## src/rtl/tok_pkg.sv

```systemverilog
package tok_pkg;
  // true when every input selected by mask presents valid
  function automatic logic deps_met(input logic [31:0] valid, input logic [31:0] mask);
    return &(valid | ~mask);
  endfunction
endpackage

```

## src/rtl/tok_out_chan.sv

```systemverilog
module tok_out_chan (
  input  logic clk_i,
  input  logic rst_ni,
  input  logic step_i,
  input  logic dom_bit_i,
  input  logic deps_ok_i,
  input  logic ready_i,
  output logic valid_o,
  output logic done_o
);
  logic done_q;
  logic done_d;

  assign valid_o = ~done_q & deps_ok_i;
  assign done_o  = done_q | (valid_o & ready_i);
  assign done_d  = step_i ? ~dom_bit_i : done_o;

  always_ff @(posedge clk_i or negedge rst_ni) begin
    if (!rst_ni) done_q <= 1'b0;
    else         done_q <= done_d;
  end

  AST_NO_REEMIT: assert property (@(posedge clk_i) disable iff (!rst_ni)
    (valid_o && ready_i && !step_i) |=> !valid_o);
  AST_IDLE_SILENT: assert property (@(posedge clk_i) disable iff (!rst_ni)
    (step_i && !dom_bit_i) |=> !valid_o);
endmodule

```

## src/rtl/tok_in_chan.sv

```systemverilog
module tok_in_chan (
  input  logic clk_i,
  input  logic rst_ni,
  input  logic step_i,
  input  logic dom_bit_i,
  input  logic valid_i,
  output logic ready_o
);
  logic done_q;
  logic done_d;

  assign ready_o = step_i & ~done_q;
  assign done_d  = step_i ? ~dom_bit_i : (done_q | (ready_o & valid_i));

  always_ff @(posedge clk_i or negedge rst_ni) begin
    if (!rst_ni) done_q <= 1'b0;
    else         done_q <= done_d;
  end

  AST_IDLE_NO_TAKE: assert property (@(posedge clk_i) disable iff (!rst_ni)
    (step_i && !dom_bit_i) |=> !ready_o);
endmodule

```

## src/rtl/tok_dom_en.sv

```systemverilog
module tok_dom_en (
  input  logic clk_i,
  input  logic rst_ni,
  input  logic step_i,
  input  logic tok_bit_i,
  output logic gate_o
);
  logic en_q;

  always_ff @(posedge clk_i or negedge rst_ni) begin
    if (!rst_ni)     en_q <= 1'b1;
    else if (step_i) en_q <= tok_bit_i;
  end

  assign gate_o = en_q & step_i;

  AST_GATE_IN_STEP: assert property (@(posedge clk_i) disable iff (!rst_ni)
    gate_o |-> step_i);
  AST_EN_HOLD: assert property (@(posedge clk_i) disable iff (!rst_ni)
    !step_i |=> $stable(en_q));
endmodule

```

## src/rtl/tok_step_ctrl.sv

```systemverilog
module tok_step_ctrl #(
  parameter int unsigned N_IN  = 2,
  parameter int unsigned N_OUT = 2,
  parameter int unsigned N_DOM = 2,
  parameter int unsigned IN_DOM  [N_IN]  = '{0, 1},
  parameter int unsigned OUT_DOM [N_OUT] = '{0, 1},
  parameter logic [N_OUT-1:0][N_IN-1:0] OUT_DEP = '{2'b00, 2'b01}
) (
  input  logic             clk_i,
  input  logic             rst_ni,
  input  logic [N_IN-1:0]  in_valid_i,
  output logic [N_IN-1:0]  in_ready_o,
  output logic [N_OUT-1:0] out_valid_o,
  input  logic [N_OUT-1:0] out_ready_i,
  input  logic             ctok_valid_i,
  input  logic [N_DOM-1:0] ctok_en_i,
  output logic             ctok_ready_o,
  output logic             step_o,
  output logic [N_DOM-1:0] dom_gate_o
);
  localparam int unsigned PAD_IN = 32 - N_IN;

  logic [N_OUT-1:0] out_done;
  logic             all_done;

  for (genvar o = 0; o < N_OUT; o++) begin : g_out
    localparam int unsigned D = OUT_DOM[o];
    logic deps_ok;
    assign deps_ok = tok_pkg::deps_met({{PAD_IN{1'b0}}, in_valid_i},
                                       {{PAD_IN{1'b0}}, OUT_DEP[o]});
    tok_out_chan i_out (
      .clk_i     (clk_i),
      .rst_ni    (rst_ni),
      .step_i    (step_o),
      .dom_bit_i (ctok_en_i[D]),
      .deps_ok_i (deps_ok),
      .ready_i   (out_ready_i[o]),
      .valid_o   (out_valid_o[o]),
      .done_o    (out_done[o])
    );
  end

  for (genvar i = 0; i < N_IN; i++) begin : g_in
    localparam int unsigned D = IN_DOM[i];
    tok_in_chan i_in (
      .clk_i     (clk_i),
      .rst_ni    (rst_ni),
      .step_i    (step_o),
      .dom_bit_i (ctok_en_i[D]),
      .valid_i   (in_valid_i[i]),
      .ready_o   (in_ready_o[i])
    );
  end

  for (genvar d = 0; d < N_DOM; d++) begin : g_dom
    tok_dom_en i_dom (
      .clk_i     (clk_i),
      .rst_ni    (rst_ni),
      .step_i    (step_o),
      .tok_bit_i (ctok_en_i[d]),
      .gate_o    (dom_gate_o[d])
    );
  end

  assign all_done     = (&out_done) & (&in_valid_i);
  assign ctok_ready_o = all_done;
  assign step_o       = all_done & ctok_valid_i;

  AST_STEP_TAKES_TOKEN: assert property (@(posedge clk_i) disable iff (!rst_ni)
    step_o |-> (ctok_valid_i && ctok_ready_o));
  AST_STEP_NEEDS_INPUTS: assert property (@(posedge clk_i) disable iff (!rst_ni)
    step_o |-> (&in_valid_i));
  AST_TAKE_ONLY_ON_STEP: assert property (@(posedge clk_i) disable iff (!rst_ni)
    (|in_ready_o) |-> step_o);
endmodule

```

## config.mk

```make
export PLATFORM = sky130hd
export DESIGN_NAME = tok_step_ctrl
export DESIGN_NICKNAME = d
export VERILOG_FILES = /design/src/rtl/tok_pkg.sv /design/src/rtl/tok_out_chan.sv /design/src/rtl/tok_in_chan.sv /design/src/rtl/tok_dom_en.sv /design/src/rtl/tok_step_ctrl.sv
export SDC_FILE = /design/constraint.sdc
export NUM_CORES = 1
export LEC_CHECK = 0
export ABC_AREA = 1
export BUFFER_PORTS_ARGS = -buffer_cell sky130_fd_sc_hd__buf_2
export CORE_AREA = 2 2 39 41
export CTS_CLUSTER_DIAMETER = 100
export DETAILED_ROUTE_END_ITERATION = 10
export DIE_AREA = 0 0 41 43
export PLACE_DENSITY_LB_ADDON = 0.05
export SLEW_MARGIN = 10
export SYNTH_ARGS = -nofsm -noshare
export SYNTH_HDL_FRONTEND = slang
export SYNTH_HIERARCHICAL = 1
export SYNTH_SLANG_ARGS = --single-unit
```

## constraint.sdc

```tcl
create_clock -name clk_i -period 4.5 [get_ports clk_i]
set_clock_uncertainty 0.15 [all_clocks]
set_input_delay 0.45 -clock clk_i [delete_from_list [all_inputs] [get_ports clk_i]]
set_output_delay 0.45 -clock clk_i [all_outputs]
set_load 0.005 [all_outputs]
```

After elaboration in Yosys (flattened, before gate mapping)
Cells that the tools add are included.

operators by class
  mux-type cells = 4
  reduce and logical (&&, ||, !) cells = 2
  bitwise gates (word level) = 21

operators with widths
  cell                 number
  bitwise AND 1 bit    11
  NOT 1 bit            6
  2-to-1 mux 1 bit     4
  bitwise OR 1 bit     4
  AND reduction 2 bit  2

storage, ports and cells
  word-level logic and storage cells = 33
  input bits = 9
  bits in registers = 6
  output and inout port bits = 8

Longest topological paths before layout
Gate-level depths: netlist (run 1).

  depth after elaboration = 11
  depth in mapped cells = 7
  mapped depth without buffers = 7

Cells and area by module
Netlist (run 1), hierarchy kept.

by module, submodules not included
  module         cells an instance  sequential area each (µm²)  area an instance (µm²)  instances
  tok_out_chan   10                 25.0                        61.3                    2
  tok_dom_en     7                  26.3                        48.8                    2
  tok_in_chan    7                  25.0                        47.5                    2
  tok_step_ctrl  6                  0.0                         28.8                    1

Worst setup path after synthesis (run 1)
Ideal clock, no wire load.

  path type = in2out
  from = input port out_ready_i[0]
  to = output port in_ready_o[0]
  arrival = 1.337 ns
  path buffers = 0
  data required time = 3.900 ns
  cell stages on the path = 6
  setup slack = 2.563 ns
  path through = nand2_1 nand2_1 nand2_1 nor3_2 inv_1 nor2_1

between the ends
  cells in the longest elaborated chain, start to end = 6

ends and longest elaborated chain
  what                 line                 RTL
  from (decl)          tok_step_ctrl.sv:14  input logic [N_OUT-1:0] out_ready_i,
  bitwise AND 1 bit    tok_out_chan.sv:15   assign done_o = done_q | (valid_o & ready_i);
  bitwise OR 1 bit     tok_out_chan.sv:15
  net out_done[0]      tok_step_ctrl.sv:23  logic [N_OUT-1:0] out_done;
  AND reduction 2 bit  tok_step_ctrl.sv:65  assign all_done = (&out_done) & (&in_valid_i);
  bitwise AND 1 bit    tok_step_ctrl.sv:65
  bitwise AND 1 bit    tok_step_ctrl.sv:67  assign step_o = all_done & ctok_valid_i;
  net step_o           tok_step_ctrl.sv:18  output logic step_o,
  bitwise AND 1 bit    tok_in_chan.sv:12    assign ready_o = step_i & ~done_q;
  to (decl)            tok_step_ctrl.sv:12  output logic [N_IN-1:0] in_ready_o,

The timed path passes the listed nets, and every way through them passes these cells.

Worst setup path in the final report (run 1)
  from = register g_out[0].i_out.done_q
  to = output port in_ready_o[0]

between the ends
  cells in the longest elaborated chain, start to end = 8

ends and longest elaborated chain
  what                     line                 RTL
  from (decl)              tok_out_chan.sv:11   logic done_q;
  from (signal assigned)   tok_out_chan.sv:20   else done_q <= done_d;
  NOT 1 bit                tok_out_chan.sv:14   assign valid_o = ~done_q & deps_ok_i;
  bitwise AND 1 bit        tok_out_chan.sv:14
  bitwise AND 1 bit        tok_out_chan.sv:15
  bitwise OR 1 bit (*)     tok_out_chan.sv:15
  net out_done[0]          tok_step_ctrl.sv:23
  AND reduction 2 bit (*)  tok_step_ctrl.sv:65
  bitwise AND 1 bit (*)    tok_step_ctrl.sv:65
  bitwise AND 1 bit (*)    tok_step_ctrl.sv:67
  bitwise AND 1 bit (*)    tok_in_chan.sv:12

The timed path passes the listed nets; every way through them passes the cells marked *.

==> flow_summary.yaml, run 1 <==
outcome:
  status: "complete, no violations"
yosys:
  syn_avg_cell_area_um2: 6.372
  netlist_top_cells_area: "dfrtp_1 (29%), nand2_1 (26%), inv_1 (16%), dfstp_2 (15%), nor2_1 (5.5%)"
  ys_types: 8
  synth-compound-area-share_pct: 0
  synthSimpleGateAreaFrac_pct: 38.18
  synth_top_area_cell: "dfrtp_1"
  syn_area_um2: 344.1
  synth_top_family_by_area: "simple AND/OR/NAND/NOR gates"
  synthXorXnorAreaFrac_pct: 0
  synthCells: 54
  synth_sequential_area_ratio_pct: 44.36
  ys_warn_count: 6
  synth_mux_area_share_pct: 0
  ys_ff_latch: 6
  yosysTopAreaCellShare_pct: 29.09
  synthAdderAreaFrac_pct: 0
floorplan:
  die_h_um: 43
  ioPinCount: 17
  core_um2: 1384
  die_w_um: 41
  initial_core_util_pct: 24.86
  dieArea_um2: 1763
  rows: 14
timing:
  hold_violations: 0
  worstMarginPinSlew_ps: 674.4
  fin_tns_setup_ps: 0
  fin_crit_ps: 2276
  rsz0062_at_grt: "no"
  period_share_pct: 50.58
  holdWs_ps: 293.3
  setup_viol: 0
  relSlewSlack_pct: 54.79
  fmax_mhz: 439.4
  drv_slew: 0
placed_design:
  port_buffers: 16
  dp_hpwl_um: 496.4
  globalplace.congestion: 0.6378
grt:
  grt_pass1_wl_um: 1117
  grt_pass1_vias: 275
  grt_remaining_overflow: 0
  grt_max_degree: 14
  antenna_found_initial: 0
  grt_usage_pct: 10.13
critical_path:
  crit_fanout: 13
  crit_family: "simple AND/OR/NAND/NOR gates"
  cp_cell_sequence: "inv_1, nand2_1, nand2_1, nor3_2, inv_1, nor2_1, buf_2"
  crit_path_max_incr_delay_ps: 560
  critPathCaptureType: "output port"
  crit_required_ps: 3900
  cp_slowest_cell: "nor3_2"
  timing.rr.start: "g_out[0].i_out/done_q$_DFF_PN0_"
  path_buf_inv: 3
  crit_arrival_ps: 1680
  critical_path_class: "reg2out"
  cp-startpoint: "g_out[0].i_out/done_q$_DFF_PN0_"
  worst_setup_path_start_kind: "flop"
clock_network:
  ctsResizeCount: 0
  ctsRootBufferMaster: "clkbuf_4"
  worstSkewPairLatency_ps: 240
  clock-sinks: 6
  cts_tree: "built"
  cts_made_buffers: 3
  clkTransAtPathRegs_ps: 50
  htreeDepth: 1
  clk_path_buf_depth: 2
hold_path:
  holdCritStartpoint: "ctok_en_i[0]"
  holdCritPathClass: "in2reg"
final_layout:
  seqCellArea_um2: 152.6
  nets: 86
  diodes: 0
  n_fill_cell: 158
  multi_input_area_um2: 138.9
  drive_above_1_share_pct: 28.95
  final_core_util_pct: 34.99
  final_cell_mix: "nand2_1 (24), buf_2 (16), inv_1 (15)"
  layout_commonest_cell: "nand2_1"
  area_growth_pct: 40.73
detailed_routing:
  firstDrtPassIters: 3
  ant_nets: 0
  vias: 335
  drtIter0Drc: 6
  drc_errors: 0
  viasPerCell: 3.641
  wl_per_cell_um: 6.935
  wl_um: 638
pwr:
  power.density_nw_per_um2: 341.0
  total_power_w: 0.0001651
  peakVddDrop_mv: 0.1711
  leakage_nw: 0.3198
flow_run:
  maxCapViolCount: 0
## timing repair
item                      CTS  global route
hold endpoints to repair    4             0
hold buffers                1             0
setup buffers               0             0
## Yosys cell counts
cell type and number:
or2_0 2, nor3_2 1, nor2_1 5, dfstp_2 2, nand2_1 24, dfrtp_1 4, inv_1 15, conb_1 1
## final timing paths
| kind | endpoint | slack, ps | depth (start not counted) |
|---|---|---|---|
| min in group asynchronous | asynchronous set/reset pin | 420 | 2 |
| max in group asynchronous | g_dom[1].i_dom/en_q$_DFFE_PN1P_ | 3540 | 2 |
| min | g_dom[0].i_dom/en_q$_DFFE_PN1P_ | 290 | 3 |
| max reg2reg | g_out[0].i_out/done_q$_DFF_PN0_ | 2800 | 7 |
| max | in_ready_o[0] | 2220 | 7 |
| min reg2reg | g_dom[0].i_dom/en_q$_DFFE_PN1P_ | 310 | 2 |
## routing by layer
metal / global-route usage, % / vias up / wire length, um
met4: 4.000 / 0 / 6
met2: 13.13 / 7 / 306
met5: 0 / - / 0
met3: 6.283 / 2 / 37
met1: 13.25 / 137 / 287
li1: - / 189 / -
## metrics by stage
stage               area [um2]  worst slack [ps]  instances
detailed placement       447.9              2221         87
global route             484.2              1879         92
global placement         447.9              2180         87
CTS                      484.2              2171         92
floorplan                347.8              2563         55
finish                   484.2              2224         92
## power by group
part	switching, W	internal, W	leakage (nW)	total, W
registers	0.00000614	0.0000716	0.0663	0.0000778
logic	0.0000195	0.0000155	0.239	0.0000351
clock network	0.0000188	0.0000335	0.0150	0.0000523
total	0.0000445	0.000121	0.320	0.000165
## worst register-to-register path, cell delays in order, from the launching register on
cell,delay (ps)
dfrtp_1,340
inv_1,40
nand2_1,70
nand2_1,80
nor3_2,560
inv_1,120
or2_0,220
nand2_1,60
## cell families after synthesis
logic type / Yosys count
and+or+nand+nor: 32
buffers and inverters: 15
other: 1
DFF: 6
## layout make-up
cell class,count,share of cell area [%]
flip-flops and latches,6,31.52
clock buffers,4,5.426
multi-input cells,34,28.68
well taps,16,4.134
repair buffers,17,18.60
inverters,15,11.63
(Power assumes the default switching activity.)
==> run 2: changes to the inputs <==
- ABC_AREA: 1 -> 0
- clock period: 4.5 -> 1.9 ns (I/O delays scaled with it)
==> run 2 against run 1 <==
Net effect: sequential power grew 130%; critical path type unchanged; combinational power up 120%; critical path depth is 2 lower; non-clock buffer count is the same; via count is 23% lower; register-to-register slack worse by 2300 ps; first-iteration DRC count down 100%; synthesized cell count fell by 50%; cell count shrank 30%; setup slack worse by 2100 ps.
==> flow_summary.yaml, run 2 <==
critical_path:
  crit_required_ps: 1560
  critPathCaptureType: "output port"
  critical_path_class: "reg2out"
  cp_cell_sequence: "a21o_1, and4_4, and2_4, and2_2, buf_2"
  crit_path_max_incr_delay_ps: 370
  crit_family: "simple AND/OR/NAND/NOR gates"
  cp_slowest_cell: "dfrtp_1"
  path_buf_inv: 1
  worst_setup_path_start_kind: "flop"
  crit_arrival_ps: 1440
  cp-startpoint: "g_out[0].i_out/done_q$_DFF_PN0_"
  crit_fanout: 15
  timing.rr.start: "g_out[0].i_out/done_q$_DFF_PN0_"
final_layout:
  n_fill_cell: 150
  diodes: 0
  final_core_util_pct: 31.65
  final_cell_mix: "buf_2 (16), nor2b_1 (4), dfrtp_1 (4)"
  multi_input_area_um2: 152.6
  seqCellArea_um2: 152.6
  layout_commonest_cell: "buf_2"
  nets: 59
  drive_above_1_share_pct: 56.25
  area_growth_pct: 46.44
floorplan:
  die_w_um: 41
  ioPinCount: 17
  die_h_um: 43
  rows: 14
  core_um2: 1384
  initial_core_util_pct: 21.61
  dieArea_um2: 1763
hold_path:
  holdCritPathClass: "in2reg"
  holdCritStartpoint: "ctok_en_i[0]"
timing:
  fin_crit_ps: 1784
  setup_viol: 0
  period_share_pct: 93.88
  setup_ws_ps: 116.2
  rsz0062_at_grt: "no"
  hold_violations: 0
  drv_slew: 0
  fin_tns_setup_ps: 0
  fmax_mhz: 560.6
yosys:
  yosysTopAreaCellShare_pct: 33.47
  synthCells: 27
  synth_flop_cell: "dfrtp_1"
  ys_types: 13
  ys_ff_latch: 6
  syn_area_um2: 299.0
  netlist_top_cells_area: "dfrtp_1 (33%), dfstp_2 (18%), mux2_4 (10%), nor2b_1 (8.4%), a21o_1 (5.0%)"
  synth_top_area_cell: "dfrtp_1"
  syn_avg_cell_area_um2: 11.08
  synthTopCellsByCount: "dfrtp_1 (4), nor2b_1 (4)"
  synth_sequential_area_ratio_pct: 51.05
  async_flop_share_pct: 100.0
  ys_warn_count: 6
  synth-edff-count: 0
placed_design:
  globalplace.congestion: 0.5880
  port_buffers: 16
  dp_slack_ps: 129.8
clock_network:
  worstSkewPairLatency_ps: 240
  clk_path_buf_depth: 2
  ctsRootBufferMaster: "clkbuf_4"
  cts_made_buffers: 3
  clock-sinks: 6
  clkTransAtPathRegs_ps: 40
  htreeDepth: 1
  cts_tree: "built"
pwr:
  total_power_w: 0.0003701
  power.density_nw_per_um2: 845.0
  peakVddDrop_mv: 0.3150
  leakage_nw: 0.2190
detailed_routing:
  viasPerCell: 4.031
  drtIter0Drc: 0
  drc_errors: 0
  wl_um: 639
  wl_per_cell_um: 9.984
  firstDrtPassIters: 1
  ant_nets: 0
  vias: 258
outcome:
  status: "complete, no violations"
grt:
  antenna_found_initial: 0
  grt_usage_pct: 9.109
  grt_max_degree: 16
  grt_pass1_wl_um: 1000
  grt_remaining_overflow: 0
  grt_pass1_vias: 250
flow_run:
  maxCapViolCount: 0
run 2: cell count changes after synthesis, moves of 3 or more:
cell	delta
nor2_1	-3
nand2_1	-22
nor2b_1	+4
inv_1	-15
run 2: worst paths after layout:
| path | endpoint | slack (ps) | depth (start not counted) |
|---|---|---|---|
| setup / recovery | dom_gate_o[0] | 120 | 5 |
| hold / removal | flop | 10 | 2 |
| setup reg to reg | g_dom[1].i_dom/en_q$_DFFE_PN1P_ | 460 | 4 |
| hold reg to reg | flop | 390 | 2 |
| max in group asynchronous | g_dom[1].i_dom/en_q$_DFFE_PN1P_ | 1210 | 2 |
| min in group asynchronous | asynchronous set/reset pin | 160 | 2 |
run 2: kinds of logic after synthesis:
logic type	share of synthesized area (%)
multiplexers	10.04
other	1.254
flip-flops	51.05
AO/OA/AOI/OAI	13.39
AND/OR/NAND/NOR	24.27
run 2: through the flow:
step | area, um2 | instances | hold slack (ps)
after floorplan | 302.8 | 28 | -255.6
after global placement | 402.9 | 60 | -124.3
after detailed placement | 402.9 | 60 | -126.5
after CTS | 437.9 | 64 | 1.612
after global routing | 437.9 | 64 | 11.77
final | 437.9 | 64 | 12.31
run 2: timing repair:
action	in CTS	in global routing
hold buffers	1	0
buffers inserted	0	0
resized for setup	2	0
endpoints found under the setup margin	5	0
hold endpoints to repair	6	0
run 2: area by class of cell:
type | instances | area share [%]
clock buffer | 3 | 5.143
tap | 16 | 4.571
multi-input combinational | 22 | 34.86
sequential | 6 | 34.86
timing repair buffer | 17 | 20.57
run 2: power breakdown:
| group | internal [W] | switching, W |
|---|---|---|
| clock | 0.0000712 | 0.0000424 |
| combinational | 0.0000470 | 0.0000301 |
| sequential | 0.000165 | 0.0000140 |
| total | 0.000284 | 0.0000865 |
run 2: routing by layer:
layer / vias up / track usage [%] / share of wire (%)
met4: 0 / 8.000 / 0
met1: 111 / 11.88 / 45
met2: 12 / 11.25 / 43
met3: 0 / 3.141 / 11
li1: 135 / - / -
met5: - / 0 / 0
